[src/rtl/tmr_pkg.sv]
package tmr_pkg;

    typedef enum logic [1:0] {
        OP_LOAD = 2'd0,
        OP_HOLD = 2'd1,
        OP_RUN  = 2'd2,
        OP_BAD  = 2'd3
    } tmr_op_e;

    typedef struct packed {
        logic [2:0] src;
        tmr_op_e    op;
    } tmr_ctrl_t;

    localparam int NUM_TMR = 2;
    localparam int NUM_SRC = 4;

    localparam logic [7:0] A_RLD0  = 8'h00;
    localparam logic [7:0] A_CNT0  = 8'h04;
    localparam logic [7:0] A_CTL0  = 8'h08;
    localparam logic [7:0] A_RLD1  = 8'h10;
    localparam logic [7:0] A_CNT1  = 8'h14;
    localparam logic [7:0] A_CTL1  = 8'h18;
    localparam logic [7:0] A_TIME  = 8'h38;
    localparam logic [7:0] A_MASK  = 8'h48;
    localparam logic [7:0] A_ACK   = 8'h4C;
    localparam logic [7:0] A_RAW   = 8'h50;
    localparam logic [7:0] A_MSKD  = 8'h54;

    localparam logic [1:0] SIZE_WORD = 2'd2;

    function automatic logic pick_tick(input logic [2:0] src,
                                       input logic [NUM_SRC-1:0] ticks);
        logic hit;
        hit = 1'b0;
        if (src[2]) hit = ticks[src[1:0]];
        return hit;
    endfunction

endpackage

[src/rtl/tmr_channel.sv]
module tmr_channel
    import tmr_pkg::*;
#(
    parameter int CNT_W = 16
) (
    input  logic               clk,
    input  logic               rst,
    input  logic               rld_we,
    input  logic               ctl_we,
    input  logic [31:0]        wdata,
    input  logic [NUM_SRC-1:0] tick_en,
    output logic [CNT_W-1:0]   rld_q,
    output logic [CNT_W-1:0]   cnt_q,
    output tmr_ctrl_t          ctl_q,
    output logic               expire
);
    tmr_ctrl_t new_ctl;
    logic      run_q;
    logic      ctl_take;
    logic      adv;

    assign new_ctl  = tmr_ctrl_t'(wdata[4:0]);
    assign ctl_take = ctl_we && (new_ctl.op != OP_BAD);
    assign adv      = run_q && pick_tick(ctl_q.src, tick_en);
    assign expire   = adv && !ctl_take && (cnt_q == '0);

    always_ff @(posedge clk) begin
        if (rst) begin
            rld_q <= '0;
            cnt_q <= '0;
            ctl_q <= '0;
            run_q <= 1'b0;
        end else begin
            if (rld_we) rld_q <= wdata[CNT_W-1:0];
            if (ctl_take) begin
                ctl_q <= new_ctl;
                unique case (new_ctl.op)
                    OP_LOAD: begin
                        cnt_q <= rld_q;
                        run_q <= 1'b0;
                    end
                    OP_HOLD: run_q <= 1'b0;
                    OP_RUN:  run_q <= 1'b1;
                    default: run_q <= run_q;
                endcase
            end else if (adv) begin
                cnt_q <= (cnt_q == '0) ? rld_q : cnt_q - 1'b1;
            end
        end
    end
endmodule

[src/rtl/tmr_irq_unit.sv]
module tmr_irq_unit
    import tmr_pkg::*;
(
    input  logic               clk,
    input  logic               rst,
    input  logic               mask_we,
    input  logic               ack_we,
    input  logic [NUM_TMR-1:0] wbits,
    input  logic [NUM_TMR-1:0] expire,
    output logic [NUM_TMR-1:0] raw_q,
    output logic [NUM_TMR-1:0] mask_q,
    output logic               irq
);
    logic [NUM_TMR-1:0] clr;

    assign clr = ack_we ? wbits : '0;

    always_ff @(posedge clk) begin
        if (rst) begin
            raw_q  <= '0;
            mask_q <= '0;
        end else begin
            raw_q <= (raw_q & ~clr) | expire;
            if (mask_we) mask_q <= wbits;
        end
    end

    assign irq = |(raw_q & mask_q);
endmodule

[src/rtl/dual_tick_timer.sv]
module dual_tick_timer
    import tmr_pkg::*;
#(
    parameter int CNT_W  = 16,
    parameter int TIME_W = 32
) (
    input  logic        clk,
    input  logic        rst,
    input  logic        req_valid,
    input  logic        req_write,
    input  logic [7:0]  req_addr,
    input  logic [1:0]  req_size,
    input  logic [31:0] req_wdata,
    output logic [31:0] rsp_rdata,
    output logic        acc_err,
    input  logic [3:0]  tick_en,
    output logic        irq
);
    localparam logic [7:0] TMR_STRIDE = 8'h10;

    logic                good;
    logic                wr;
    logic                rd;
    logic [NUM_TMR-1:0]  expire;
    logic [NUM_TMR-1:0]  raw_q;
    logic [NUM_TMR-1:0]  mask_q;
    logic [CNT_W-1:0]    rld_v [NUM_TMR];
    logic [CNT_W-1:0]    cnt_v [NUM_TMR];
    tmr_ctrl_t           ctl_v [NUM_TMR];
    logic [TIME_W-1:0]   time_q;
    logic [31:0]         rd_mux;
    tmr_ctrl_t           ctrl0_q;

    assign good = req_valid && (req_size == SIZE_WORD);
    assign wr   = good && req_write;
    assign rd   = good && !req_write;

    genvar g;
    generate
        for (g = 0; g < NUM_TMR; g++) begin : g_tmr
            localparam logic [7:0] BASE = TMR_STRIDE * g;
            tmr_channel #(.CNT_W(CNT_W)) u_ch (
                .clk     (clk),
                .rst     (rst),
                .rld_we  (wr && (req_addr == BASE + A_RLD0)),
                .ctl_we  (wr && (req_addr == BASE + A_CTL0)),
                .wdata   (req_wdata),
                .tick_en (tick_en),
                .rld_q   (rld_v[g]),
                .cnt_q   (cnt_v[g]),
                .ctl_q   (ctl_v[g]),
                .expire  (expire[g])
            );
        end
    endgenerate

    assign ctrl0_q = ctl_v[0];

    tmr_irq_unit u_irq (
        .clk     (clk),
        .rst     (rst),
        .mask_we (wr && (req_addr == A_MASK)),
        .ack_we  (wr && (req_addr == A_ACK)),
        .wbits   (req_wdata[NUM_TMR-1:0]),
        .expire  (expire),
        .raw_q   (raw_q),
        .mask_q  (mask_q),
        .irq     (irq)
    );

    always_comb begin
        rd_mux = '0;
        unique case (req_addr)
            A_RLD0:  rd_mux = 32'(rld_v[0]);
            A_CNT0:  rd_mux = 32'(cnt_v[0]);
            A_CTL0:  rd_mux = 32'(ctl_v[0]);
            A_RLD1:  rd_mux = 32'(rld_v[1]);
            A_CNT1:  rd_mux = 32'(cnt_v[1]);
            A_CTL1:  rd_mux = 32'(ctl_v[1]);
            A_TIME:  rd_mux = 32'(time_q);
            A_MASK:  rd_mux = 32'(mask_q);
            A_RAW:   rd_mux = 32'(raw_q);
            A_MSKD:  rd_mux = 32'(raw_q & mask_q);
            default: rd_mux = '0;
        endcase
    end

    always_ff @(posedge clk) begin
        if (rst) begin
            rsp_rdata <= '0;
            acc_err   <= 1'b0;
            time_q    <= '0;
        end else begin
            time_q    <= time_q + 1'b1;
            rsp_rdata <= rd ? rd_mux : '0;
            acc_err   <= req_valid && (req_size != SIZE_WORD);
        end
    end
endmodule

[config.mk]
export PLATFORM = sky130hd
export DESIGN_NAME = dual_tick_timer
export DESIGN_NICKNAME = d
export VERILOG_FILES = /design/src/rtl/tmr_pkg.sv /design/src/rtl/tmr_channel.sv /design/src/rtl/tmr_irq_unit.sv /design/src/rtl/dual_tick_timer.sv
export SDC_FILE = /design/constraint.sdc
export NUM_CORES = 1
export LEC_CHECK = 0
export ABC_AREA = 1
export BUFFER_PORTS_ARGS = -buffer_cell sky130_fd_sc_hd__buf_2
export CORE_ASPECT_RATIO = 0.9
export CORE_MARGIN = 3
export CORE_UTILIZATION = 50
export DETAILED_ROUTE_END_ITERATION = 12
export PLACE_DENSITY = 0.7
export SLEW_MARGIN = 20
export SYNTH_ARGS = -nofsm -noshare
export SYNTH_HDL_FRONTEND = slang
export SYNTH_SLANG_ARGS = --single-unit
[constraint.sdc]
create_clock -name clk -period 2.2 [get_ports clk]
set_input_delay 0.22 -clock clk [delete_from_list [all_inputs] [get_ports clk]]
set_output_delay 0.22 -clock clk [all_outputs]
set_load 0.005 [all_outputs]
==> impl_results.rst <==
.. list-table::
   :header-rows: 1

   * - Metric
     - Value
   * - Status
     - complete, no violations
   * - Vias in the first global route
     - 6651
   * - Critical register-to-register path startpoint
     - time_q[1]
   * - Worst flop-to-flop path endpoint
     - time_q[24]
   * - CP startpoint kind
     - flop
   * - Share of final-layout standard cells stronger than drive strength 1
     - 12.0%
   * - Sequential cell fraction of total power
     - 47.9%
   * - Synthesis-stage register bit count
     - around 150
   * - Leading cell types in the layout, fill and taps excluded
     - sky130_fd_sc_hd__nand2_1, sky130_fd_sc_hd__nor2_1, sky130_fd_sc_hd__dfxtp_1
   * - GR Overflow Total
     - 0
   * - Vias after detailed routing
     - 7719
   * - Number of nets still failing antenna checks after routing
     - 0
   * - Setup skew after layout
     - between 0.008 and 0.009 ns
   * - Switching fraction of total power
     - 22.4%
   * - Cell Area, Synth
     - about 7600 um^2
   * - Num CTS Buffers
     - 17
   * - Post-detailed-placement cell area
     - 8140 um^2
   * - Detailed-routing iteration count for the pre-antenna-repair pass
     - 5
   * - Relative slew slack
     - 63.4%
   * - Leakage power
     - 3.81 nW
   * - Peak ir drop on the vdd network
     - 0.637 mV
   * - Max Root-Sink Buffers
     - 2
   * - Cell variety after synth
     - 43
   * - Async S/R FF share, synth
     - 0%
   * - Placement Rows
     - 42
   * - Number of H-tree levels
     - 4
   * - Final critical-path required period
     - 1.93 ns
   * - Post-synthesis area per instance
     - between 6 and 7 um^2
   * - Critical Path End Type
     - flop
   * - Top routing layer in use
     - met4
   * - PwrDens
     - 633 nW/um^2
   * - Tightest Pin Transition
     - 0.546 ns
   * - Global-route usage over all layers
     - 26.5%
   * - Data arrival, critical path
     - roughly 2.2 ns
   * - Detailed-route wire length on metal 1
     - 10200 um
   * - Die H
     - 123 um
   * - Vias/cell
     - between 5 and 6
   * - Pwr Total
     - 5.50 mW
   * - Post-synth EDFFs
     - 0
   * - Gpl congestion
     - 0.939
   * - Initial Utilization
     - 51.4%
   * - RSZ-0062 raised after global routing
     - false
   * - Period utilization
     - between 80 and 90%
   * - Post-CTS Repair Setup Buffers
     - 0
   * - Start point of the worst hold path
     - req_valid
   * - Count of inserted antenna diode cells
     - 0
   * - Die X-Extent
     - 136 um
   * - Number of violations of the max-capacitance limit
     - 0
   * - Portion of total power attributed to combinational logic
     - 3.0%
   * - Routed wire length
     - 22100 um
   * - Area of the core region
     - 14800 um^2
   * - Antenna violations before repair
     - 0
   * - Worst-Skew Late Latency
     - roughly 0.42 ns
   * - Net switching power figure
     - approximately 1.2 mW
   * - Number of filler instances in the final layout
     - between 1000 and 1500
   * - Root buffer cell
     - sky130_fd_sc_hd__clkbuf_16
   * - Sum Neg Setup Slack
     - 0 ns
   * - Worst-case register-to-register setup slack
     - ~0.27 ns
   * - Final number of setup-violating endpoints
     - 0
   * - Worst reg2reg path depth
     - 10
   * - Most used DFF post-synth
     - sky130_fd_sc_hd__dfxtp_1
   * - Achievable clock frequency
     - 518 MHz
   * - Pin count of the biggest net entering global routing
     - 82
   * - Total non-filler cell area in the finished layout
     - 8690 um^2
   * - Hold Crit Endpoint
     - acc_err
   * - Layout Area Growth over Synthesis
     - 14.2%
   * - Quantity of hold-fixing buffers added after cts
     - 1
   * - Die area
     - between 15000 and 20000 um^2
   * - Clock-pin slew on the worst setup and hold paths
     - around 0.060 ns
   * - Hold_ws
     - 0.0606 ns
   * - Hold violation total from the final report
     - 0
   * - Drc violations
     - 0
   * - Utilization of the core after routing
     - 58.6%
   * - Met3 WL post-DR
     - 1700 um
   * - Clock tree from TritonCTS
     - built
   * - Leading cell type in the layout, fill and taps excluded
     - sky130_fd_sc_hd__nand2_1
   * - Layout Nets
     - 1298
   * - Relative contribution of the clock network to total power
     - 49.1%
   * - Yosys synthesis warning count
     - 0
   * - Port Buf Inserts
     - 67
   * - Type of the worst min-delay path
     - in2reg
   * - Hold path depth
     - 3
   * - Synthesized netlist net count
     - 1228
   * - Worst Path Required
     - approximately 2.5 ns
   * - Met2 wire len
     - 9920 um
   * - CTS-repair resized insts
     - 0
   * - Global-route wire length before repair
     - around 35000 um
   * - DP HPWL
     - 16100 um
   * - Maximum fanout along the worst path
     - 5
   * - Proportion of synthesized chip area in sequential cells
     - 38.1%
   * - Final number of max-transition violations
     - 0
   * - Crit Path Category
     - reg2reg
   * - Instance count of the mapped netlist
     - 1173
   * - Detailed router's first-iteration violation count
     - between 700 and 800
   * - Cell internal pwr
     - 4.27 mW
   * - DR WL/cell
     - 15.2 um
   * - Ports
     - 84
   * - Clock sink total
     - 145
[worst max-delay path by stage]
stage / depth (start not counted) / slack, ns / endpoint / startpoint
after floorplan: 10 / 0.61 / time_q[24] / time_q[0]
after global placement: 10 / 0.30 / time_q[24] / time_q[0]
after detailed placement: 10 / 0.27 / time_q[24] / time_q[0]
after CTS: 9 / 0.25 / time_q[16] / time_q[1]
after global routing: 10 / 0.03 / time_q[24] / time_q[1]
final: 10 / 0.27 / time_q[24] / time_q[1]
[layout make-up]
class	count	area (um^2)	area share, %
multi-input combinational	871	4040	46.4
sequential	145	2900	33.4
inverter	119	447	5.14
tap	198	248	2.85
clock inverter	10	90.1	1.04
timing repair buffer	89	515	5.93
clock buffer	19	453	5.21
[registers in the layout (all words and copies together), names as in the netlist]
register / count
rsp_rdata: 32
g_tmr.u_ch.run_q: 2
g_tmr.u_ch.ctl_q: 10
time_q: 32
g_tmr.u_ch.cnt_q: 32
u_irq.mask_q: 2
g_tmr.u_ch.rld_q: 32
u_irq.raw_q: 2
acc_err: 1
[metrics by stage]
| step | cells | setup WS, ns |
|---|---|---|
| floorplan | 1173 | 0.614 |
| global placement | 1421 | 0.302 |
| detailed placement | 1421 | 0.274 |
| CTS | 1451 | 0.253 |
| global route | 1451 | 0.0346 |
| finish | 1451 | 0.269 |
[worst max-delay path: stages (launching register included)]
cell                      delay, ns
sky130_fd_sc_hd__dfxtp_1       0.37
sky130_fd_sc_hd__ha_1          0.19
sky130_fd_sc_hd__nand3_1       0.18
sky130_fd_sc_hd__nor2_1        0.29
sky130_fd_sc_hd__nand2_1       0.13
sky130_fd_sc_hd__nor2_1        0.14
sky130_fd_sc_hd__nand2_1       0.09
sky130_fd_sc_hd__nor2_1        0.22
sky130_fd_sc_hd__nand3_1       0.10
sky130_fd_sc_hd__nand2_1       0.07
sky130_fd_sc_hd__a21oi_1       0.04
[metal layers]
layer,vias to the layer above,track usage [%]
met2,280,41.8
met3,21,5.86
met4,0,6.30
met1,3540,37.2
met5,-,0
li1,3878,-
[synthesized netlist by cell type (2+ instances only)]
master	n	area share [%]
sky130_fd_sc_hd__o21ai_0	95	6.2
sky130_fd_sc_hd__nand2_1	277	14
sky130_fd_sc_hd__nor2_1	251	12
sky130_fd_sc_hd__buf_4	7	0.69
sky130_fd_sc_hd__o21ai_1	2	0.13
sky130_fd_sc_hd__nor4_1	2	0.16
sky130_fd_sc_hd__nor3_1	27	1.8
sky130_fd_sc_hd__buf_6	5	0.74
sky130_fd_sc_hd__nor2_2	5	0.41
sky130_fd_sc_hd__nand4_1	15	1.2
sky130_fd_sc_hd__dfxtp_1	145	38
sky130_fd_sc_hd__nand3b_1	2	0.20
sky130_fd_sc_hd__xor2_1	14	1.6
sky130_fd_sc_hd__ha_1	5	0.82
sky130_fd_sc_hd__clkbuf_1	18	0.89
sky130_fd_sc_hd__nand2_2	2	0.16
sky130_fd_sc_hd__o21ai_2	2	0.23
sky130_fd_sc_hd__o211ai_1	10	0.99
sky130_fd_sc_hd__inv_1	112	5.5
sky130_fd_sc_hd__nand2_4	3	0.44
sky130_fd_sc_hd__nand3_1	60	3.9
sky130_fd_sc_hd__or2_2	6	0.49
sky130_fd_sc_hd__o22ai_1	9	0.74
sky130_fd_sc_hd__nor2_4	4	0.59
sky130_fd_sc_hd__inv_2	3	0.15
sky130_fd_sc_hd__xnor2_1	7	0.81
sky130_fd_sc_hd__a21oi_1	60	3.9
sky130_fd_sc_hd__clkinv_1	4	0.20
sky130_fd_sc_hd__buf_2	7	0.46
[power by group through the flow]
stage	clock network, mW	registers, mW	logic [mW]
floorplan	0	2.69	0.0826
global placement	0	2.69	0.159
detailed placement	0	2.69	0.160
CTS	2.73	2.64	0.162
global route	2.86	2.64	0.181
finish	2.70	2.64	0.163
[cells by family (layout without fill, tap and decap cells)]
| logic type | after synthesis | after routing | share of synthesized area (%) |
|---|---|---|---|
| flip-flops | 145 | 145 | 38.1 |
| buffers and inverters | 157 | 237 | 8.84 |
| AND/OR/NAND/NOR | 663 | 663 | 37.1 |
| adder cells (fa/ha/maj) | 5 | 5 | 0.822 |
| XOR/XNOR | 21 | 21 | 2.42 |
| AO/OA/AOI/OAI | 182 | 182 | 12.7 |
Power figures use the tool's default switching activity.
